`config.mk`:
```
export PLATFORM = sky130hd
export DESIGN_NAME = mtic_top
export DESIGN_NICKNAME = d
export VERILOG_FILES = /design/src/rtl/mtic_pkg.sv /design/src/rtl/mtic_axis_cmp.sv /design/src/rtl/mtic_detect.sv /design/src/rtl/mtic_pulse_timer.sv /design/src/rtl/mtic_src_latch.sv /design/src/rtl/mtic_top.sv
export SDC_FILE = /design/constraint.sdc
export NUM_CORES = 1
export LEC_CHECK = 0
export ABC_AREA = 1
export ABC_CLOCK_PERIOD_IN_PS = 7800
export BUFFER_PORTS_ARGS = -buffer_cell sky130_fd_sc_hd__buf_2
export CELL_PAD_IN_SITES_DETAIL_PLACEMENT = 0
export CELL_PAD_IN_SITES_GLOBAL_PLACEMENT = 1
export CORE_ASPECT_RATIO = 1.5
export CORE_MARGIN = 10
export CORE_UTILIZATION = 43
export CTS_CLUSTER_SIZE = 20
export DETAILED_ROUTE_END_ITERATION = 10
export PLACE_DENSITY_LB_ADDON = 0.12
export RECOVER_POWER = 100
export SLEW_MARGIN = 30
export SYNTH_ARGS = -nofsm -noshare
export SYNTH_HDL_FRONTEND = slang
export SYNTH_SLANG_ARGS = --single-unit
```
`constraint.sdc`:
```
create_clock -name clk -period 7.8 [get_ports clk]
set_input_delay 1.95 -clock clk [delete_from_list [all_inputs] [get_ports clk]]
set_output_delay 1.95 -clock clk [all_outputs]
set_load 0.02 [all_outputs]
```
`src/rtl/mtic_pkg.sv`:
```
package mtic_pkg;
   localparam int AXES = 3;

   typedef enum logic [1:0] {
      ROUTE_LVL_PLS  = 2'b00,
      ROUTE_PLS_LVL  = 2'b01,
      ROUTE_PLS_BOTH = 2'b10,
      ROUTE_OFF      = 2'b11
   } route_e;

   typedef struct packed {
      logic            hit;
      logic [AXES-1:0] axes;
   } src_evt_t;
endpackage

```
`src/rtl/mtic_axis_cmp.sv`:
```
// One axis against one threshold: magnitude or signed compare, then polarity.
module mtic_axis_cmp #(
   parameter int W = 8
) (
   input  logic [W-1:0] sample,
   input  logic [W-1:0] thresh,
   input  logic         neg,
   input  logic         thr_signed,
   output logic         meet
);
   logic [W-1:0] mag;
   logic         ge_abs, ge_sgn, ge;

   assign mag    = sample[W-1] ? (~sample + 1'b1) : sample;
   assign ge_abs = (mag >= thresh);
   assign ge_sgn = ($signed(sample) >= $signed(thresh));
   assign ge     = thr_signed ? ge_sgn : ge_abs;
   assign meet   = neg ? ~ge : ge;
endmodule

```
`src/rtl/mtic_detect.sv`:
```
// All axes of one detector: per-axis compare, masking and OR/AND combining.
module mtic_detect
   import mtic_pkg::*;
#(
   parameter int W = 8
) (
   input  logic [AXES*W-1:0] samples,
   input  logic [W-1:0]      thresh,
   input  logic              neg,
   input  logic              thr_signed,
   input  logic [AXES-1:0]   axis_off,
   output logic              cond,
   output logic [AXES-1:0]   hits
);
   logic [AXES-1:0] meet;

   for (genvar g = 0; g < AXES; g++) begin : g_axis
      mtic_axis_cmp #(.W(W)) u_cmp (
         .sample     (samples[g*W +: W]),
         .thresh     (thresh),
         .neg        (neg),
         .thr_signed (thr_signed),
         .meet       (meet[g])
      );
   end

   logic all_ok, any_en;
   assign hits   = meet & ~axis_off;
   assign all_ok = &(meet | axis_off);
   assign any_en = ~&axis_off;
   assign cond   = neg ? (any_en & all_ok) : (|hits);
endmodule

```
`src/rtl/mtic_pulse_timer.sv`:
```
// Run-length timer: fires on the falling end of a short enough run.
module mtic_pulse_timer
   import mtic_pkg::*;
#(
   parameter int DUR_W = 8
) (
   input  logic             clk,
   input  logic             rst,
   input  logic             valid,
   input  logic             cond,
   input  logic [AXES-1:0]  hits,
   input  logic [DUR_W-1:0] width,
   output logic             evt,
   output logic [AXES-1:0]  evt_axes
);
   localparam int CW = DUR_W + 1;
   localparam logic [CW-1:0] RUN_MAX = {1'b1, {DUR_W{1'b0}}};

   logic [CW-1:0]   run_cnt;
   logic [AXES-1:0] run_axes;

   always_ff @(posedge clk) begin
      if (rst) begin
         run_cnt  <= '0;
         run_axes <= '0;
      end else if (valid) begin
         if (cond) begin
            run_cnt  <= (run_cnt == RUN_MAX) ? run_cnt : run_cnt + 1'b1;
            run_axes <= run_axes | hits;
         end else begin
            run_cnt  <= '0;
            run_axes <= '0;
         end
      end
   end

   assign evt      = valid & ~cond & (run_cnt != '0) & (run_cnt <= {1'b0, width});
   assign evt_axes = run_axes;
endmodule

```
`src/rtl/mtic_src_latch.sv`:
```
// One interrupt source: sticky flag plus accumulated axis flags.
module mtic_src_latch
   import mtic_pkg::*;
(
   input  logic            clk,
   input  logic            rst,
   input  src_evt_t        evt,
   input  logic            clr,
   output logic            flag,
   output logic [AXES-1:0] axes
);
   always_ff @(posedge clk) begin
      if (rst) begin
         flag <= 1'b0;
         axes <= '0;
      end else if (evt.hit) begin
         flag <= 1'b1;
         axes <= (clr ? '0 : axes) | evt.axes;
      end else if (clr) begin
         flag <= 1'b0;
         axes <= '0;
      end
   end
endmodule

```
`src/rtl/mtic_top.sv`:
```
module mtic_top
   import mtic_pkg::*;
#(
   parameter int SAMPLE_W = 8,
   parameter int DUR_W    = 8
) (
   input  logic                     clk,
   input  logic                     rst,
   input  logic                     sample_valid,
   input  logic [3*SAMPLE_W-1:0]    sample_bus,
   input  logic [1:0]               route_mode,
   input  logic [2:0]               axis_off,
   input  logic                     lvl_neg,
   input  logic                     pls_neg,
   input  logic                     thr_signed,
   input  logic [SAMPLE_W-1:0]      lvl_thresh,
   input  logic [SAMPLE_W-1:0]      pls_thresh,
   input  logic [DUR_W-1:0]         pls_width,
   input  logic                     pin_swap,
   input  logic                     clr_src1,
   input  logic                     clr_src2,
   output logic                     irq_pin1,
   output logic                     irq_pin2,
   output logic                     src_flag1,
   output logic                     src_flag2,
   output logic [2:0]               src1_axes,
   output logic [2:0]               src2_axes
);
   localparam int N_SRC = 2;

   if (SAMPLE_W < 2) begin : g_bad_sample_w
      $error("mtic_top: SAMPLE_W must be at least 2");
   end
   if (DUR_W < 1) begin : g_bad_dur_w
      $error("mtic_top: DUR_W must be at least 1");
   end

   logic            lvl_cond, pls_cond, pls_evt;
   logic [AXES-1:0] lvl_hits, pls_hits, pls_axes;

   mtic_detect #(.W(SAMPLE_W)) u_lvl (
      .samples (sample_bus), .thresh (lvl_thresh), .neg (lvl_neg),
      .thr_signed (thr_signed), .axis_off (axis_off),
      .cond (lvl_cond), .hits (lvl_hits)
   );

   mtic_detect #(.W(SAMPLE_W)) u_pls (
      .samples (sample_bus), .thresh (pls_thresh), .neg (pls_neg),
      .thr_signed (1'b0), .axis_off (axis_off),
      .cond (pls_cond), .hits (pls_hits)
   );

   mtic_pulse_timer #(.DUR_W(DUR_W)) u_timer (
      .clk (clk), .rst (rst), .valid (sample_valid), .cond (pls_cond),
      .hits (pls_hits), .width (pls_width),
      .evt (pls_evt), .evt_axes (pls_axes)
   );

   src_evt_t lvl_e, pls_e, none_e;
   src_evt_t src_e [N_SRC];

   assign lvl_e  = '{hit: sample_valid & lvl_cond, axes: lvl_hits};
   assign pls_e  = '{hit: pls_evt, axes: pls_axes};
   assign none_e = '{hit: 1'b0, axes: '0};

   always_comb begin
      unique case (route_e'(route_mode))
         ROUTE_LVL_PLS:  begin src_e[0] = lvl_e;  src_e[1] = pls_e;  end
         ROUTE_PLS_LVL:  begin src_e[0] = pls_e;  src_e[1] = lvl_e;  end
         ROUTE_PLS_BOTH: begin src_e[0] = pls_e;  src_e[1] = pls_e;  end
         default:        begin src_e[0] = none_e; src_e[1] = none_e; end
      endcase
   end

   logic [N_SRC-1:0] clr_vec, flag_q;
   logic [AXES-1:0]  axes_q [N_SRC];

   assign clr_vec = {clr_src2, clr_src1};

   for (genvar s = 0; s < N_SRC; s++) begin : g_src
      mtic_src_latch u_latch (
         .clk (clk), .rst (rst), .evt (src_e[s]), .clr (clr_vec[s]),
         .flag (flag_q[s]), .axes (axes_q[s])
      );
   end

   assign src_flag1 = flag_q[0];
   assign src_flag2 = flag_q[1];
   assign src1_axes = axes_q[0];
   assign src2_axes = axes_q[1];
   assign irq_pin1  = pin_swap ? flag_q[1] : flag_q[0];
   assign irq_pin2  = pin_swap ? flag_q[0] : flag_q[1];
endmodule

```
== Word-level counts from Yosys, hierarchy flattened ==
Index checks and enable logic that the tools add are counted.
Widths: inputs -> output; s select.

* Bits in registers: 20
* Latch bits: 0
* Bits in writable memories: 0
* ROM bits: 0
* Input port bits: 62
* Output and inout bits: 10
* Word-level logic and storage cells: 87
* Memories: 0

* Add/sub/neg operators: 4
* Multiply operators: 0
* Divide/modulo/power cells: 0
* Magnitude comparators: 10
* Equality and inequality tests: 4
* Shifts and indexed selects: 0
* Muxes and demuxes: 28
* Bitwise operators: 24
* Reductions and logical operators: 11

{| class="wikitable"
|+ Operators by type and width
! kind !! number
|-
| $ge 8x8->1 || 9
|-
| $add 8x1->8 const B || 3
|-
| $mux 8 || 3
|-
| $not 8->8 || 3
|-
| $pmux 8 s3 || 1
|-
| $mux 9 || 2
|-
| $mux 1 || 17
|-
| $mux 3 || 5
|-
| $or 3x3->3 || 5
|-
| $add 9x1->9 const B || 1
|-
| $eq 9x9->1 const B || 1
|-
| $le 9x8->1 || 1
|-
| $reduce_and 3->1 || 3
|-
| $reduce_bool 9->1 || 1
|-
| $not 1->1 || 7
|-
| $and 1x1->1 || 6
|-
| $and 3x3->3 || 2
|-
| $reduce_or 3->1 || 2
|-
| $reduce_bool 2->1 || 2
|-
| $not 3->3 || 1
|-
| $eq 2x1->1 const B || 1
|-
| $eq 2x2->1 const B || 1
|-
| $logic_not 2->1 || 1
|-
| $ne 2x2->1 const B || 1
|-
| 2 further kinds || 2
|}

== Logic depth before layout (Yosys ltp) ==
Gate-level depths: netlist (run 1).

* Depth in word-level cells: 17
* Mapped depth: 23
* Gate-level depth less buffers: 23

== Hierarchy ==
Synthesis (run 1) repeated with hierarchy kept, for this count alone.

* Cell total of the unflattened synthesis: 815
* Area total of the unflattened synthesis: 4864.7 µm²

{| class="wikitable"
|+ Modules (own cells, without submodules)
! module !! times used !! cells an instance !! area an instance (µm²) !! sequential area each (µm²)
|-
| mtic_axis_cmp || 6 || 93 || 554.3 || 0.0
|-
| mtic_pulse_timer || 1 || 146 || 942.2 || 240.2
|-
| mtic_src_latch || 2 || 17 || 133.9 || 80.1
|-
| mtic_detect || 2 || 20 || 85.1 || 0.0
|-
| mtic_top || 1 || 37 || 158.9 || 0.0
|}

== Least setup slack after synthesis (run 1) ==
No wires, ideal clock.

* Path kind: input to output
* Start: input pin_swap
* End: output irq_pin1
* Data arrival time: 2436 ps
* Slack: 3414 ps
* Stages on the path: 1
* Cell sequence: o21ai_0

* Word-level cells in the longest chain between the ends: 1

{| class="wikitable"
|+ Ends and longest elaborated chain
! item !! line !! text
|-
| start, declared || mtic_top.sv:19 || <nowiki>input logic pin_swap,</nowiki>
|-
| $mux 1 || mtic_top.sv:91 || <nowiki>assign irq_pin1 = pin_swap ? flag_q[1] : flag_q[0];</nowiki>
|-
| end, declared || mtic_top.sv:22 || <nowiki>output logic irq_pin1,</nowiki>
|}

Every way passes these cells.

== Worst setup path after layout (run 1) ==
* Start: input sample_bus[16]
* End: register u_timer.run_cnt[6]

* Word-level cells in the longest chain between the ends: 12
* Elaborated cells between the ends (all ways): 15
* Classes of those cells: 1 x add/sub; 1 x order compare; 1 x eq/ne; 4 x mux; 5 x bitwise; 3 x reduce/logical

{| class="wikitable"
|+ Ends and longest elaborated chain
! item !! line !! text
|-
| start, declared || mtic_top.sv:10 || <nowiki>input logic [3*SAMPLE_W-1:0] sample_bus,</nowiki>
|-
| $not 8->8 || mtic_axis_cmp.sv:14 || <nowiki>assign mag = sample[W-1] ? (~sample + 1'b1) : sample;</nowiki>
|-
| $add 8x1->8 || mtic_axis_cmp.sv:14 ||
|-
| $mux 8 (*) || mtic_axis_cmp.sv:14 ||
|-
| $ge 8x8->1 (*) || mtic_axis_cmp.sv:15 || <nowiki>assign ge_abs = (mag >= thresh);</nowiki>
|-
| $not 1->1 || mtic_axis_cmp.sv:18 || <nowiki>assign meet = neg ? ~ge : ge;</nowiki>
|-
| $mux 1 (*) || mtic_axis_cmp.sv:18 ||
|-
| $or 3x3->3 || mtic_detect.sv:29 || <nowiki>assign all_ok = &(meet | axis_off);</nowiki>
|-
| $reduce_and 3->1 || mtic_detect.sv:29 ||
|-
| $and 1x1->1 || mtic_detect.sv:31 || <nowiki>assign cond = neg ? (any_en & all_ok) : (|hits);</nowiki>
|-
| $mux 1 (*) || mtic_detect.sv:31 ||
|-
| $ne 2x2->1 (no source line) || - ||
|-
| $reduce_and 2->1 (no source line) || - ||
|-
| end signal, assigned || mtic_pulse_timer.sv:28 || <nowiki>run_cnt <= (run_cnt == RUN_MAX) ? run_cnt : run_cnt + 1'b1;</nowiki>
|-
| end, declared || mtic_pulse_timer.sv:19 || <nowiki>logic [CW-1:0] run_cnt;</nowiki>
|}

Mark *: on every way between the ends. The rest lies on a longest branch, timed or not.
A chain may end at the register's enable or synchronous reset.

==> key figures, run 1 <==
Outcome
  • Status: finished, final reports clean

Clock network
  • CTS tree: yes
  • Cts hold-fix bufs: 0
  • Post-CTS Setup Bufs: 0
  • Num Clock Sinks: 20
  • # resized after CTS: 0
  • Clk pin slew, worst setup/hold paths: approximately 0.060 ns
  • CTS root buf: clkbuf_16
  • CTS Buf Count: 3
  • H-tree level count: 1
  • Clock latency on the worst-skew pair: 0.26 ns
  • CTS Buffer Depth: 2

Critical path
  • R2R cell count: 14
  • FF-to-FF Start: u_timer.run_cnt[2]
  • FF-to-FF setup slack: between 5 and 6 ns
  • Setup crit start kind: primary input
  • CP max-delay cell: o21ai_0
  • RR Endpoint: g_src[1].u_latch.axes[0]
  • Crit path arrival time: 5.20 ns
  • Critical path cell sequence: buf_2 > inv_1 > ha_1 > inv_1 > nor3_1 > nand3_1 > nand2_1 > xnor2_1 > ha_1 > nand2_1 > nor2_4 > nand4_2 > nand3_1 > xor2_1 > nor2_2 > o21ai_0 > nand2_4 > nand2_1 > nand4_1 > nand2_1 > nor2_1
  • Crit Path Max Fanout: 12
  • Kind of critical path: primary input to flop
  • Worst path max stage delay: roughly 0.53 ns
  • Required @ worst endpoint: 7.95 ns
  • Crit. End Element: flop
  • Critical Path Most Common Cell: nand2_1

Timing
  • Rel. slew slack: 0.568
  • # setup viols final: 0
  • Max Clock Skew: 0.00504 ns
  • Worst slew pin tran: about 0.64 ns
  • Worst hold slack: 0.459 ns
  • Final TNS setup: 0 ns
  • Max Clock Freq: 198 MHz
  • Final hold viol count: 0
  • Final period utilization: 0.647
  • RSZ-0062 raised after global routing: no
  • Final Critical Period: 5.05 ns
  • Fin. max-slew vios: 0

Worst hold path
  • Worst hold path class: flop to flop
  • Hold Startpoint: g_src[0].u_latch.axes[0]
  • Hold path cells: 2
  • Hold endpoint: g_src[0].u_latch.axes[0]

Power and ir drop
  • Leak pwr: ~2.3 nW
  • Power density cells: 106 nW/um2
  • VDD IR max: ~0.12 mV

Cells and area
  • Post-route insts no fill: 728
  • Area Overhead vs Synth: 14.0%
  • Nets: around 770
  • Layout cells sized above 1: 0.135
  • Final Util: 0.506
  • Fill cells: 894
  • Antenna cells: 0

Floorplanning
  • Starting Density: 0.444
  • FP Rows: 40
  • Die area: ~12,000 um2
  • Die extent in x: 94.7 um
  • Core area: 8110 um2
  • Io pins: 72
  • Height of the die: 132 um

Placed design
  • DP HPWL: 8950 um
  • Gp weighted congestion: 0.904
  • Post-Place Cells: 724
  • IO Port Bufs: 71

Global routing
  • Largest net degree at the start of global routing: 13
  • Grt ovf: 0
  • Global Route Usage Sum: 0.163
  • Initial antenna violation count: 0
  • Vias in the first global route: 3,888
  • First-pass GRT wire length: 17,000 um

Logic synthesis
  • Post-synth EDFFs: 0
  • Unique masters post-synth: 37
  • Main flop type after synthesis: dfxtp_1
  • Seq cells post-synth: 20
  • Mapped Area: 3600 um2
  • Top post-synthesis cells by area: ha_1, nand2_1, dfxtp_1
  • Post-synth top area cell: ha_1
  • Syn Nets: between 600 and 700
  • Cells after Synth: 552
  • Async S/R FF share, synth: 0
  • Synth top area share: 0.285
  • Register area share after synthesis: 0.111
  • Avg Inst Size Synth: ~6.5 um2
  • Ys Warns: 0

Drt
  • First-pass DRT Iterations: 4
  • DRT Wirelength: 10,000 um
  • Routed len/inst: 13.8 um
  • Avg Vias per Cell: ~5.1
  • DRC Markers: 0
  • Antenna-violating nets left: 0
  • 1st-iter DRT viols: 122
  • Vias: 3,706

Run
  • Number of max-cap violations: 0
-- cell families (layout without fill, tap and decap cells) --
logic type | Yosys count | count (layout) | share of synthesized area
AO/OA/AOI/OAI | 82 | 82 | 0.129
XOR/XNOR | 20 | 20 | 0.0487
adder cells (fa/ha/maj) | 82 | 82 | 0.285
buffers and inverters | 99 | 170 | 0.108
flip-flops | 20 | 20 | 0.111
AND/OR/NAND/NOR | 249 | 249 | 0.318
-- layout by cell type, fill, tap and decap left out, types with 3 or more instances in the layout --
| cell type | count |
|---|---|
| nand2_1 | 126 |
| inv_1 | 93 |
| ha_1 | 82 |
| buf_2 | 60 |
| nor2_1 | 48 |
| a21oi_1 | 45 |
| nand3_1 | 24 |
| dfxtp_1 | 20 |
| nand4_1 | 18 |
| o21ai_0 | 16 |
| xor2_1 | 11 |
| clkbuf_1 | 11 |
| nor3_1 | 9 |
| xnor2_1 | 9 |
| o22ai_1 | 6 |
| nand3_2 | 5 |
| nor4_1 | 5 |
| o21a_1 | 4 |
| nand3b_1 | 3 |
| a21oi_2 | 3 |
| clkbuf_16 | 3 |
-- metal layers --
metal | wire length, um | GRT usage
met1 | 4000 | 0.169
met2 | 5260 | 0.306
met3 | 415 | 0.0188
met4 | 360 | 0.0726
met5 | 0 | 0
-- through the flow --
stage	cell area (um2)	total power, W	setup WS (ns)
after floorplan	3600	0.000262	3.41
after global placement	4050	0.000318	3.05
after detailed placement	4050	0.000324	3.07
after CTS	4140	0.000443	3.34
after global routing	4100	0.000481	2.34
final	4100	0.000436	2.75
-- area by class of cell --
cell class	instances	area (um2)	share of cell area
timing repair buffer	71	342	0.0833
sequential	20	400	0.0977
multi-input combinational	433	2780	0.678
inverter	95	357	0.0870
clock buffer	4	88.8	0.0217
tap	105	131	0.0320
-- how the worst max path moves through the flow --
stage	end	slack, ns	from	cells after the start
after global placement	g_src[0].u_latch.flag	3.05	sample_bus[9]	18
final	u_timer.run_cnt[6]	2.75	sample_bus[16]	21
after detailed placement	g_src[0].u_latch.flag	3.07	sample_bus[9]	18
after global routing	u_timer.run_cnt[5]	2.34	sample_bus[19]	17
after floorplan	irq_pin1	3.41	pin_swap	1
after CTS	g_src[0].u_latch.flag	3.34	sample_bus[9]	18
-- power breakdown --
part	switching [W]	total, W	internal (W)
Combinational	0.000129	0.000210	0.0000806
Clock	0.0000393	0.000118	0.0000783
Sequential	0.00000259	0.000108	0.000106
-- synth_stat cells (all sizes together), types with 9 or more instances --
library cell	n
a21oi	48
dfxtp	20
ha	82
inv	95
nand2	129
nand3	29
nand4	19
nor2	51
nor3	11
o21ai	18
xnor2	9
xor2	11
-- registers in the layout (all words and copies together), names as in the netlist --
signal              count
g_src.u_latch.axes      6
g_src.u_latch.flag      2
u_timer.evt_axes        3
u_timer.run_cnt         9
-- critical path, delay by kind of cell --
family	cells	cell delay, ns
AND/OR/NAND/NOR	13	1.69
adder cells (fa/ha/maj)	2	0.44
AO/OA/AOI/OAI	1	0.53
buffers and inverters	3	0.26
XOR/XNOR	2	0.29
(Power assumes the default switching activity.)
==> inputs of run 2 (changes only) <==
- ABC_CLOCK_PERIOD_IN_PS: 7800 -> 4900
- CORE_UTILIZATION: 43 -> 40
- clock period: 7.8 -> 4.9 ns (I/O delays scaled with it)
==> run 2 against run 1 <==
Clock power up 92%. Register-to-register slack got worse by 2.9 ns. Combinational power rose by 59%. Setup slack got worse by 1.9 ns. First-iteration DRC count fell by 13%. Wire length shrank 0.92%. Clock skew rose by 0.0037 ns. Non-clock buffer count stayed put. Final area up 0.64%. Sequential power is 59% higher. Die area up 6.1%. Largest power group unchanged.
==> key figures, run 2 (synthesis results as in run 1) <==
Outcome
  • Status: finished, final reports clean

Timing
  • Final TNS setup: 0 ns
  • Worst slew pin tran: 0.559 ns
  • Max Clock Skew: 0.00877 ns
  • Final period utilization: 0.830
  • Fin. max-slew vios: 0
  • Final Critical Period: 4.07 ns
  • Final hold viol count: 0
  • RSZ-0062 raised after global routing: no
  • # setup viols final: 0
  • Rel. slew slack: 0.625
  • Max Clock Freq: 246 MHz

Drt
  • First-pass DRT Iterations: 4
  • Routed len/inst: between 10 and 15 um
  • Avg Vias per Cell: slightly below 5
  • DRC Markers: 0
  • 1st-iter DRT viols: 106
  • Antenna-violating nets left: 0
  • DRT Wirelength: 9940 um
  • Vias: 3,616

Cells and area
  • Area Overhead vs Synth: 14.8%
  • Nets: between 700 and 800
  • Antenna cells: 0
  • Biggest register: u_timer.run_cnt
  • Leading cell type in the layout, fill and taps excluded: nand2_1
  • Commonest non-fill, non-tap cells in the layout: nand2_1, inv_1, ha_1
  • Design area: 4130 um2
  • Post-route insts no fill: 733
  • Max reg flops: 9
  • Layout cells sized above 1: 0.133

Power and ir drop
  • Total power: 0.000732 W
  • Leak pwr: roughly 2.3 nW
  • VDD IR max: 0.289 mV
  • Power density cells: 177 nW/um2

Clock network
  • H-tree level count: 1
  • CTS Buffer Depth: 2
  • Clk pin slew, worst setup/hold paths: 0.06 ns
  • CTS tree: yes
  • Num Clock Sinks: 20
  • Clock latency on the worst-skew pair: around 0.26 ns
  • CTS root buf: clkbuf_16
  • Post-CTS Setup Bufs: 0
  • CTS Buf Count: 3
  • Cts hold-fix bufs: 0
  • # resized after CTS: 0

Global routing
  • Largest net degree at the start of global routing: 13
  • Vias in the first global route: 3,719
  • Grt ovf: 0
  • Global Route Usage Sum: 0.146
  • First-pass GRT wire length: 16,600 um
  • Initial antenna violation count: 0

Critical path
  • CP max-delay cell: nor4_1
  • Critical path cell sequence: clkbuf_1 > nor3_1 > nand3_1 > nor4_1 > ha_1 > a21oi_1 > o21a_1 > nand4_1 > nand3_1 > nand2_1 > a21oi_1 > nand2_4 > nand2_1 > nand4_1 > nand2_1 > nor2_1
  • Critical Path Most Common Cell: nand2_1
  • Required @ worst endpoint: 5.05 ns
  • Kind of cell adding the most delay to the critical path: simple AND/OR/NAND/NOR gates
  • Crit path arrival time: 4.22 ns
  • CP bufs+invs: 1
  • Crit Path Max Fanout: 12
  • Setup crit start kind: primary input
  • Kind of critical path: primary input to flop
  • Worst path max stage delay: 0.40 ns
  • Crit. End Element: flop

Placed design
  • DP HPWL: 8930 um
  • Placed cell areas: around 4100 um2
  • IO Port Bufs: 71
  • Gp weighted congestion: between 0.8 and 0.9
  • Post-Place Cells: 729

Floorplanning
  • Core area: approximately 8800 um2
  • Starting Density: 0.407
  • Height of the die: about 140 um
  • FP Rows: 42
  • Die extent in x: 97.4 um
  • Io pins: 72
  • Die area: 13,300 um2

Run
  • Number of max-cap violations: 0

Worst hold path
  • Worst hold path class: flop to flop
-- run 2: report_power, final --
part | switching, W | internal (W) | leakage, nW
registers | 0.00000392 | 0.000168 | 0.162
clock network | 0.0000637 | 0.000162 | 0.0511
logic | 0.000205 | 0.000129 | 2.06
total | 0.000273 | 0.000459 | 2.27
-- run 2: worst paths after layout --
path | startpoint | to | slack [ns] | depth (start not counted)
worst min register to register | g_src[0].u_latch.axes[1] | g_src[0].u_latch.axes[1] | 0.46 | 2
worst max register to register | u_timer.run_cnt[2] | g_src[1].u_latch.axes[0] | 2.70 | 14
worst max-delay path | sample_bus[9] | u_timer.run_cnt[6] | 0.83 | 16
worst min-delay path | g_src[0].u_latch.axes[1] | g_src[0].u_latch.axes[1] | 0.46 | 2
-- run 2: layer usage --
layer | up-vias | GRT usage | wire length, um
li1 | 1968 | - | -
met1 | 1570 | 0.153 | 4100
met2 | 66 | 0.293 | 5340
met3 | 12 | 0.0188 | 315
met4 | 0 | 0.0389 | 186
met5 | - | 0 | 0
-- run 2: metrics by stage --
stage,hold slack [ns],utilization,setup slack (ns)
4_1_cts,0.463,0.472,1.08
2_1_floorplan,0.452,-,1.36
6_report,0.462,0.467,0.831
3_5_place_dp,0.454,0.460,0.823
3_3_place_gp,0.450,0.460,0.896
5_1_grt,0.480,0.467,0.385
-- run 2: worst register-to-register path: cells and delay by family (launching register included) --
family | cells | cell delay, ns
and+or+nand+nor | 9 | 0.98
adders and majority gates | 1 | 0.27
DFF | 1 | 0.41
AOI/OAI and AO/OA | 4 | 0.47
-- run 2: cell type report --
cell class              instances  area, um2
repair buffers                 71        342
fillers                       984       4700
flip-flops and latches         20        400
multi-input cells             433       2790
clock buffers                   3       75.1
clock inverters                 1       30.0
inverters                      95        357
well taps                     110        138
